===== config.mk =====
export PLATFORM = sky130hd
export DESIGN_NAME = prescaled_downcounter
export DESIGN_NICKNAME = d
export VERILOG_FILES = /design/src/rtl/prescaled_downcounter.sv
export SDC_FILE = /design/constraint.sdc
export NUM_CORES = 1
export LEC_CHECK = 0
export ABC_CLOCK_PERIOD_IN_PS = 2850
export BUFFER_PORTS_ARGS = -buffer_cell sky130_fd_sc_hd__clkbuf_2
export CORE_UTILIZATION = 40
export DETAILED_ROUTE_END_ITERATION = 12
export SETUP_SLACK_MARGIN = 0.02
export SYNTH_ARGS = -nofsm -noshare
export SYNTH_HDL_FRONTEND = slang
export SYNTH_SLANG_ARGS = --single-unit

===== constraint.sdc =====
create_clock -name clk -period 2.85 [get_ports clk]
set_input_delay 0.57 -clock clk [delete_from_list [all_inputs] [get_ports clk]]
set_output_delay 0.57 -clock clk [all_outputs]
set_load 0.03 [all_outputs]

===== src/rtl/prescaled_downcounter.sv =====
module prescaled_downcounter #(
  parameter int MID_SHIFT  = 4,
  parameter int SLOW_SHIFT = 8
) (
  input  logic        clk,
  input  logic        rst_n,
  input  logic        wr_en,
  input  logic [1:0]  wr_sel,
  input  logic [31:0] wr_data,
  output logic [7:0]  ctrl_rd,
  output logic [31:0] load_rd,
  output logic [31:0] value_rd,
  output logic        raw_int,
  output logic        irq
);
  localparam int          HALF      = 16;
  localparam logic [7:0]  CTRL_MASK = 8'hEF;
  localparam logic [7:0]  CTRL_INIT = 8'h20;

  logic [7:0]            ctrl_q, ctrl_d;
  logic [31:0]           load_q, cnt_q, cnt_d, reload_v;
  logic                  raw_q, raw_d, irq_q, stop_q, stop_d;
  logic [SLOW_SHIFT-1:0] pre_q;
  logic                  phase_hit, tick, eff_zero, eff_one, hit;

  wire one_shot = ctrl_q[0];
  wire wide     = ctrl_q[1];
  wire periodic = ctrl_q[6];
  wire running  = ctrl_q[7];

  wire wr_load = wr_en && (wr_sel == 2'd0);
  wire wr_bg   = wr_en && (wr_sel == 2'd1);
  wire wr_ctrl = wr_en && (wr_sel == 2'd2);
  wire wr_clr  = wr_en && (wr_sel == 2'd3);

  always_comb begin
    case (ctrl_q[3:2])
      2'd0:    phase_hit = 1'b1;
      2'd1:    phase_hit = &pre_q[MID_SHIFT-1:0];
      default: phase_hit = &pre_q;
    endcase
  end

  assign tick     = running && !stop_q && phase_hit;
  assign eff_zero = wide ? (cnt_q == 32'd0) : (cnt_q[HALF-1:0] == '0);
  assign eff_one  = wide ? (cnt_q == 32'd1) : (cnt_q[HALF-1:0] == 16'd1);
  assign hit      = tick && eff_one;
  assign reload_v = periodic ? load_q : '1;

  always_comb begin
    cnt_d = cnt_q;
    if (tick) begin
      if (eff_zero) begin
        if (wide) cnt_d = reload_v;
        else      cnt_d[HALF-1:0] = reload_v[HALF-1:0];
      end else begin
        if (wide) cnt_d = cnt_q - 32'd1;
        else      cnt_d[HALF-1:0] = cnt_q[HALF-1:0] - 16'd1;
      end
    end
    if (wr_load) cnt_d = wr_data;
  end

  always_comb begin
    stop_d = stop_q;
    if (hit && one_shot) stop_d = 1'b1;
    if (wr_ctrl && wr_data[7]) stop_d = 1'b0;
    else if (wr_load && periodic && running && (wr_data != 32'd0)) stop_d = 1'b0;
  end

  assign raw_d  = hit ? 1'b1 : (wr_clr ? 1'b0 : raw_q);
  assign ctrl_d = wr_ctrl ? (wr_data[7:0] & CTRL_MASK) : ctrl_q;

  always_ff @(posedge clk or negedge rst_n) begin
    if (!rst_n) begin
      ctrl_q <= CTRL_INIT;
      load_q <= '0;
      cnt_q  <= '1;
      raw_q  <= 1'b0;
      irq_q  <= 1'b0;
      stop_q <= 1'b0;
      pre_q  <= '0;
    end else begin
      ctrl_q <= ctrl_d;
      cnt_q  <= cnt_d;
      raw_q  <= raw_d;
      irq_q  <= raw_d & ctrl_d[5];
      stop_q <= stop_d;
      pre_q  <= running ? pre_q + 1'b1 : '0;
      if (wr_load || wr_bg) load_q <= wr_data;
    end
  end

  assign ctrl_rd  = ctrl_q;
  assign load_rd  = load_q;
  assign value_rd = cnt_q;
  assign raw_int  = raw_q;
  assign irq      = irq_q;
endmodule



==> flow_summary.toml, run 1 <==
[die]
core_um2 = 11400
die_x_um = 110
die_y_um = 110
initial_utilization = 0.409
pin_count = 111
rows = 39
die-area_um2 = 12100

[power_and_ir_drop]
p_leak_nw = 2.52
power_mw = 4.45
peakVddDrop_uv = 430
powerDensity_nw_per_um2 = 765

[routing]
viasPerCell = 5.95
vias = 4345
wl_per_cell_um = 20.3
ant_nets = 0
detail_route.wirelength_um = 14800
first_iter_violations = 239
dr.pass1.iters = 7
detail_route.drc_violations = 0

[worst_setup_path]
path_max_fanout = 6
cp-end-kind = "register"
slowest_stage = "a2111oi_0"
r2r-start = "value_rd[25]$_DFFE_PN1P_"
path_common_cell = "buf_4"
worstSetupPathType = "reg -> reg"
cp.arrival_ps = 2950
reg2regPathDepth = 7
crit_chain = "nor4_1 > nand4_1 > buf_4 > a2111oi_0 > buf_4 > a21o_1 > and2_1"
r2r_end = "irq$_DFF_PN0_"
r2r_slack_ps = 180
cp.required_ps = 3130
start_kind = "register"
max_stage_delay_ps = 570

[clock_tree]
numCtsBuffers = 9
cts-htree-levels = 3
cts-root-buf = "clkbuf_16"
post_cts_hold_buffer_count = 0
cts.sinks = 82
cts_tree = "built"
insertion_delay_ps = 350
post_cts_resized = 0
clockBufferDepth = 2
cts.clk_slew.worst_paths_ps = 60
post_cts_buffers = 0

[timing]
hold_viol = 0
slew_headroom = 0.427
tns_ps = 0
fin_crit_sh = 0.935
maxSlewViolCount = 0
setup_slack_ps = 184
fin_worst_skew_ps = 8.01
holdWs_ps = 247
worst_slew_pin_slew_ps = 857
rsz0062_at_grt = "false"
fmaxAchievable_mhz = 375
post-route-min-period_ps = 2670
setup_viol = 0

[global_route]
grt_remaining_overflow = 0
track_usage = 0.257
grt_pass1_wl_um = 22900
grt_pass1_vias = 4207
grt_max_degree = 49
antenna_found_initial = 0

[synthesis]
synth_cell_types = 67
syn_area_um2 = 4660
async_reset_ff_frac = 1.00
avgSynthCellArea_um2 = 10.1
synthCells = 463
syn_nets = 503
synth-seq-area-share = 0.450
synth_flop_cell = "dfrtp_1"
yosys_warnings = 0
synth-edff-count = 0
ys_ff_latch = 82

[final_layout]
syn2layout_area_growth_pct = 24.8
drive_gt1_frac = 0.409
n_antenna_cell = 0
fin_util = 0.511
nets = 622

[job]
cap_violations = 0

[place]
dp_hpwl_um = 10800
gp_congestion = 0.918
dp_worst_setup_slack_ps = 178
io_buffer_count = 109

[worst_hold_path]
hp-class = "in -> async"

[outcome]
status = "complete, no violations"
-- cell families (layout without fill, tap and decap cells) --
group	count (synthesis)	count (layout)	share of synthesized area
AO/OA/AOI/OAI	107	107	0.174
buffers and inverters	39	163	0.0357
multiplexers	40	40	0.0962
flip-flops	82	82	0.450
adder cells (fa/ha/maj)	3	3	0.00806
AND/OR/NAND/NOR	170	170	0.196
other	1	1	0.000805
XOR/XNOR	21	21	0.0395
-- cells in the final DEF (no fill, tap or decap), types with 4 or more instances in the layout --
master and n:
mux2_2 38, or2_2 4, o2111ai_1 5, nand4_1 6, clkbuf_16 9, a22oi_1 18, a211oi_1 5, xnor2_1 9
and2_1 9, dfstp_2 33, clkbuf_2 108, dfrtp_1 49, nand2b_1 4, or4_1 5, nor4_1 20, o211ai_1 5
o21ai_0 17, nor2_1 28, and3_1 5, nor3_1 25, or3_1 5, o31ai_1 15, nand3_1 14, a21oi_1 8
nand2_1 30, inv_1 8, xor2_1 12, buf_4 28
-- critical path: cells and delay by family (launching register included) --
| kind | cells | cell delay [ps] |
|---|---|---|
| buf+inv | 2 | 510 |
| compound gates | 2 | 670 |
| flops | 1 | 410 |
| simple gates | 3 | 1020 |
-- worst max-delay path by stage --
stage,from,end
after floorplan,value_rd[6]$_DFFE_PN1P_,value_rd[21]$_DFFE_PN1P_
after global placement,value_rd[25]$_DFFE_PN1P_,irq$_DFF_PN0_
after detailed placement,value_rd[28]$_DFFE_PN1P_,irq$_DFF_PN0_
after CTS,value_rd[25]$_DFFE_PN1P_,irq$_DFF_PN0_
after global routing,value_rd[24]$_DFFE_PN1P_,irq$_DFF_PN0_
final,value_rd[25]$_DFFE_PN1P_,irq$_DFF_PN0_
-- routing by layer --
| layer | vias to the layer above | track usage | part of all wire |
|---|---|---|---|
| li1 | 1992 | - | - |
| met3 | 22 | 0.0510 | 0.068 |
| met2 | 178 | 0.392 | 0.46 |
| met1 | 2153 | 0.356 | 0.45 |
| met5 | - | 0 | 0 |
| met4 | 0 | 0.101 | 0.022 |
-- cell type report --
type                            instances  area, um2
Sequential cell                        82       2090
Inverter                                9       33.8
Clock inverter                          5       52.6
Multi-Input combinational cell        342       2410
Fill cell                            1076       5560
Timing Repair Buffer                  138        791
Clock buffer                           11        253
Tap cell                              143        179
-- stage by stage --
stage	area (um2)	instances
after detailed placement	5510	714
final	5810	730
after CTS	5810	730
after global placement	5510	714
after global routing	5810	730
after floorplan	4660	463
-- power by group --
part	total, mW	internal (mW)	switching (mW)
Combinational	1.49	0.519	0.966
Sequential	1.76	1.46	0.300
Clock	1.20	0.722	0.475
Total	4.45	2.70	1.74
-- cell usage after synthesis, drive strengths merged (12+ instances only) --
cell / n / share of area
a22oi: 18 / 0.029
o31ai: 16 / 0.027
mux2: 38 / 0.092
nand3: 14 / 0.015
dfstp: 33 / 0.19
dfrtp: 49 / 0.26
clkbuf: 24 / 0.019
nor3: 25 / 0.027
o21ai: 17 / 0.018
nand2: 30 / 0.024
nor4: 21 / 0.030
nor2: 28 / 0.023
xor2: 12 / 0.023
-- registers in the layout, indices dropped and copies added (netlist names) --
name      cells
ctrl_rd       7
irq           1
load_rd      32
pre_q         8
raw_int       1
stop_q        1
value_rd     32
Note: power is estimated with default switching activity, not from simulation.
==> run 2: changes to the inputs <==
--- a/config.mk
+++ b/config.mk
@@ -5,7 +5,7 @@
 export SDC_FILE = /design/constraint.sdc
 export NUM_CORES = 1
 export LEC_CHECK = 0
-export ABC_CLOCK_PERIOD_IN_PS = 2850
+export ABC_CLOCK_PERIOD_IN_PS = 3200
 export BUFFER_PORTS_ARGS = -buffer_cell sky130_fd_sc_hd__clkbuf_2
 export CORE_UTILIZATION = 40
 export DETAILED_ROUTE_END_ITERATION = 12
==> constraint.sdc (replaced) <==
create_clock -name clk -period 3.2 [get_ports clk]
set_input_delay 0.64 -clock clk [delete_from_list [all_inputs] [get_ports clk]]
set_output_delay 0.64 -clock clk [all_outputs]
set_load 0.03 [all_outputs]
==> run 2 against run 1 <==
  * Sequential cell count unchanged
  * Maximum frequency down 3.4%
  * Critical endpoint is now value_rd[1]$_DFFE_PN1P_
  * Setup slack improved by 260 ps
  * Combinational power decreased by 13%
  * Non-clock buffer count is 6 lower
==> flow_summary.toml, run 2 (synthesized netlist as in run 1, its figures left out) <==
[die]
rows = 39
die_y_um = 110
pin_count = 111
die_x_um = 110
initial_utilization = 0.409
die-area_um2 = 12100
core_um2 = 11400

[timing]
worst_slew_pin_slew_ps = 1040
rsz0062_at_grt = "false"
hold_viol = 0
post-route-min-period_ps = 2760
setup_viol = 0
slew_headroom = 0.310
fmaxAchievable_mhz = 362
fin_worst_skew_ps = 7.72
tns_ps = 0
fin_crit_sh = 0.862
maxSlewViolCount = 0

[clock_tree]
numCtsBuffers = 9
post_cts_hold_buffer_count = 0
clockBufferDepth = 2
cts_tree = "built"
post_cts_resized = 0
cts-htree-levels = 3
cts.sinks = 82
post_cts_buffers = 0
cts.clk_slew.worst_paths_ps = 60
insertion_delay_ps = 350
cts-root-buf = "clkbuf_16"

[worst_setup_path]
max_stage_delay_ps = 680
cp.arrival_ps = 3040
r2r-start = "value_rd[6]$_DFFE_PN1P_"
cp-end-kind = "register"
slowest_stage = "or4_1"
startpoint = "value_rd[6]$_DFFE_PN1P_"
r2r_slack_ps = 440
r2r_end = "value_rd[1]$_DFFE_PN1P_"
reg2regPathDepth = 6
cp.required_ps = 3480
path_max_fanout = 9
worst_setup_path_endpoint = "value_rd[1]$_DFFE_PN1P_"
worstSetupPathType = "reg -> reg"
crit_chain = "or4_1 > or4_4 > a211oi_4 > buf_4 > mux2_2 > o21ai_0"
start_kind = "register"

[routing]
wl_per_cell_um = 20.0
detail_route.wirelength_um = 14500
dr.pass1.iters = 6
vias = 4366
first_iter_violations = 274
ant_nets = 0
viasPerCell = 6.03
detail_route.drc_violations = 0

[place]
dp.cells = 708
dp_hpwl_um = 10500
gp_congestion = 0.896
dpl_cell_area_um2 = 5440
io_buffer_count = 109

[power_and_ir_drop]
p_leak_nw = 2.47
powerDensity_nw_per_um2 = 679
peakVddDrop_uv = 397
power_mw = 3.88

[final_layout]
fillers = 1078
finish.instance_area_um2 = 5720
regArea_um2 = 2090
final_common_cell = "clkbuf_2"
syn2layout_area_growth_pct = 22.9
drive_gt1_frac = 0.401
final_cell_mix = "clkbuf_2 (108), dfrtp_1 (49), mux2_2 (38)"
stdcell_count = 724
fin_util = 0.503
multiInputGateArea_um2 = 2410
nets = 616
n_antenna_cell = 0

[worst_hold_path]
hold_start = "pre_q[0]$_DFF_PN0_"
hp-class = "reg -> reg"

[global_route]
track_usage = 0.254
grt_pass1_vias = 4267
antenna_found_initial = 0
grt_pass1_wl_um = 22800
grt_max_degree = 83
grt_remaining_overflow = 0

[outcome]
status = "complete, no violations"

[job]
cap_violations = 0
==> run 2: worst min-delay path by stage <==
stage,end,slack (ps),cells after the start
floorplan,ctrl_rd[0]$_DFFE_PN0P_,340,0
CTS,pre_q[0]$_DFF_PN0_,460,1
finish,pre_q[0]$_DFF_PN0_,460,1
global route,pre_q[0]$_DFF_PN0_,480,1
global placement,pre_q[0]$_DFF_PN0_,440,1
detailed placement,pre_q[0]$_DFF_PN0_,450,1
==> run 2: layout make-up <==
| type | instances | share of cell area |
|---|---|---|
| clock buffer | 10 | 0.0400 |
| clock inverter | 6 | 0.0101 |
| inverter | 9 | 0.00590 |
| multi-input combinational | 342 | 0.421 |
| sequential | 82 | 0.366 |
| tap | 143 | 0.0313 |
| timing repair buffer | 132 | 0.126 |
==> run 2: report_power, final <==
part           switching, mW  internal (mW)
Sequential             0.271           1.30
Combinational          0.847          0.441
Clock                  0.422          0.599
==> run 2: metal layers <==
metal / global-route usage / part of all wire / vias up
met3: 0.0628 / 0.079 / 31
met4: 0.0981 / 0.022 / 0
met1: 0.349 / 0.45 / 2153
met5: 0 / 0 / -
met2: 0.384 / 0.45 / 198
li1: - / - / 1984
==> run 2: per-stage QoR <==
stage	hold WS [ps]	setup WS [ps]
after global placement	440	482
after global routing	483	356
after detailed placement	452	472
after CTS	461	456
final	458	441
after floorplan	344	413
==> run 2: critical path: cells and delay by family (launching register included) <==
kind                   cells  cell delay, ps
and+or+nand+nor            2            1310
AOI/OAI and AO/OA          2             410
DFF                        1             390
muxes                      1             340
buffers and inverters      1             230
==> run 3: changes to the inputs <==
--- a/config.mk
+++ b/config.mk
@@ -8,6 +8,7 @@
 export ABC_CLOCK_PERIOD_IN_PS = 3200
 export BUFFER_PORTS_ARGS = -buffer_cell sky130_fd_sc_hd__clkbuf_2
 export CORE_UTILIZATION = 40
+export CTS_BUF_LIST = sky130_fd_sc_hd__clkbuf_8
 export DETAILED_ROUTE_END_ITERATION = 12
 export SETUP_SLACK_MARGIN = 0.02
 export SYNTH_ARGS = -nofsm -noshare
==> run 3 against run 2 <==
  * First-iteration DRC count fell by 20%
  * Via count decreased by 0.23%
  * Clock power fell by 28%
  * Critical endpoint unchanged
  * Largest power group unchanged
==> flow_summary.toml, run 3 (synthesized netlist as in run 1, its figures left out) <==
[timing]
rsz0062_at_grt = "false"
post-route-min-period_ps = 2760
tns_ps = 0
hold_viol = 0
holdWs_ps = 447
slew_headroom = 0.300
maxSlewViolCount = 0
fin_worst_skew_ps = 10.5
setup_viol = 0
fmaxAchievable_mhz = 363
worst_slew_pin_slew_ps = 1050
fin_crit_sh = 0.862

[die]
rows = 39
initial_utilization = 0.409
core_um2 = 11400
die_x_um = 110
die-area_um2 = 12100
die_y_um = 110
pin_count = 111

[worst_setup_path]
r2r_slack_ps = 440
r2r-start = "value_rd[6]$_DFFE_PN1P_"
path_max_fanout = 9
start_kind = "register"
cp-end-kind = "register"
cp.required_ps = 3510
reg2regPathDepth = 6
cp.arrival_ps = 3070
startpoint = "value_rd[6]$_DFFE_PN1P_"
r2r_end = "value_rd[1]$_DFFE_PN1P_"
worst_setup_path_endpoint = "value_rd[1]$_DFFE_PN1P_"
worstSetupPathType = "reg -> reg"

[power_and_ir_drop]
p_leak_nw = 2.43
peakVddDrop_uv = 343
powerDensity_nw_per_um2 = 641
power_mw = 3.60

[clock_tree]
clockBufferDepth = 2
cts.clk_slew.worst_paths_ps = 90
cts.sinks = 82
insertion_delay_ps = 380
cts_tree = "built"
cts-root-buf = "clkbuf_8"
post_cts_buffers = 0
numCtsBuffers = 9
post_cts_hold_buffer_count = 0
post_cts_resized = 0
cts-htree-levels = 3

[job]
cap_violations = 0

[routing]
first_iter_violations = 219
dr.pass1.iters = 7
detail_route.drc_violations = 0
ant_nets = 0
detail_route.wirelength_um = 14500
viasPerCell = 6.02
wl_per_cell_um = 20.0
vias = 4356

[final_layout]
n_antenna_cell = 0
final_cell_mix = "clkbuf_2 (108), dfrtp_1 (49), mux2_2 (38)"
finish.instance_area_um2 = 5620
final_common_cell = "clkbuf_2"
drive_gt1_frac = 0.401
fillers = 1083
nets = 616
syn2layout_area_growth_pct = 20.7

[worst_hold_path]
hp-class = "in -> async"

[place]
dp_hpwl_um = 10500
gp_congestion = 0.896
io_buffer_count = 109
dpl_cell_area_um2 = 5440

[global_route]
grt_pass1_wl_um = 22700
grt_remaining_overflow = 0
track_usage = 0.253
antenna_found_initial = 0
grt_pass1_vias = 4335
grt_max_degree = 83

[outcome]
status = "complete, no violations"
-- run 3: layer usage --
layer | track usage | vias up | wire length, um
met1 | 0.335 | 2136 | 6390
li1 | - | 1982 | -
met3 | 0.0605 | 35 | 1120
met5 | 0 | - | 0
met4 | 0.126 | 0 | 435
met2 | 0.386 | 203 | 6550
-- run 3: critical path: stages (launching register included) --
cell and delay (ps):
dfstp_2 400, or4_1 680, or4_4 630, a211oi_4 270, buf_4 230, mux2_2 340, o21ai_0 140
-- run 3: layout make-up --
type	count	area, um2	area share
Clock buffer	9	124	0.0220
Clock inverter	7	61.3	0.0109
Multi-Input combinational cell	342	2410	0.429
Inverter	9	33.8	0.00601
Sequential cell	82	2090	0.372
Timing Repair Buffer	132	721	0.128
Tap cell	143	179	0.0318
-- run 3: per-stage QoR --
step	util	worst slack, ps	cells
floorplan	-	413	463
global placement	0.478	482	708
detailed placement	0.478	472	708
CTS	0.494	451	724
global route	0.494	349	724
finish	0.494	441	724
-- run 3: where the power goes --
part           internal [mW]  switching (mW)
sequential              1.30           0.274
combinational          0.441           0.845
clock                  0.352           0.386
-- run 3: worst min-delay path by stage --
| stage | start | to | slack [ps] | depth (start not counted) |
|---|---|---|---|---|
| 2_1_floorplan | rst_n | ctrl_rd[0]$_DFFE_PN0P_ | 340 | 0 |
| 3_3_place_gp | pre_q[0]$_DFF_PN0_ | pre_q[0]$_DFF_PN0_ | 440 | 1 |
| 3_5_place_dp | pre_q[0]$_DFF_PN0_ | pre_q[0]$_DFF_PN0_ | 450 | 1 |
| 4_1_cts | wr_data[19] | value_rd[19]$_DFFE_PN1P_ | 460 | 3 |
| 5_1_grt | pre_q[0]$_DFF_PN0_ | pre_q[0]$_DFF_PN0_ | 490 | 1 |
| 6_report | rst_n | load_rd[28]$_DFFE_PN0P_ | 450 | 1 |
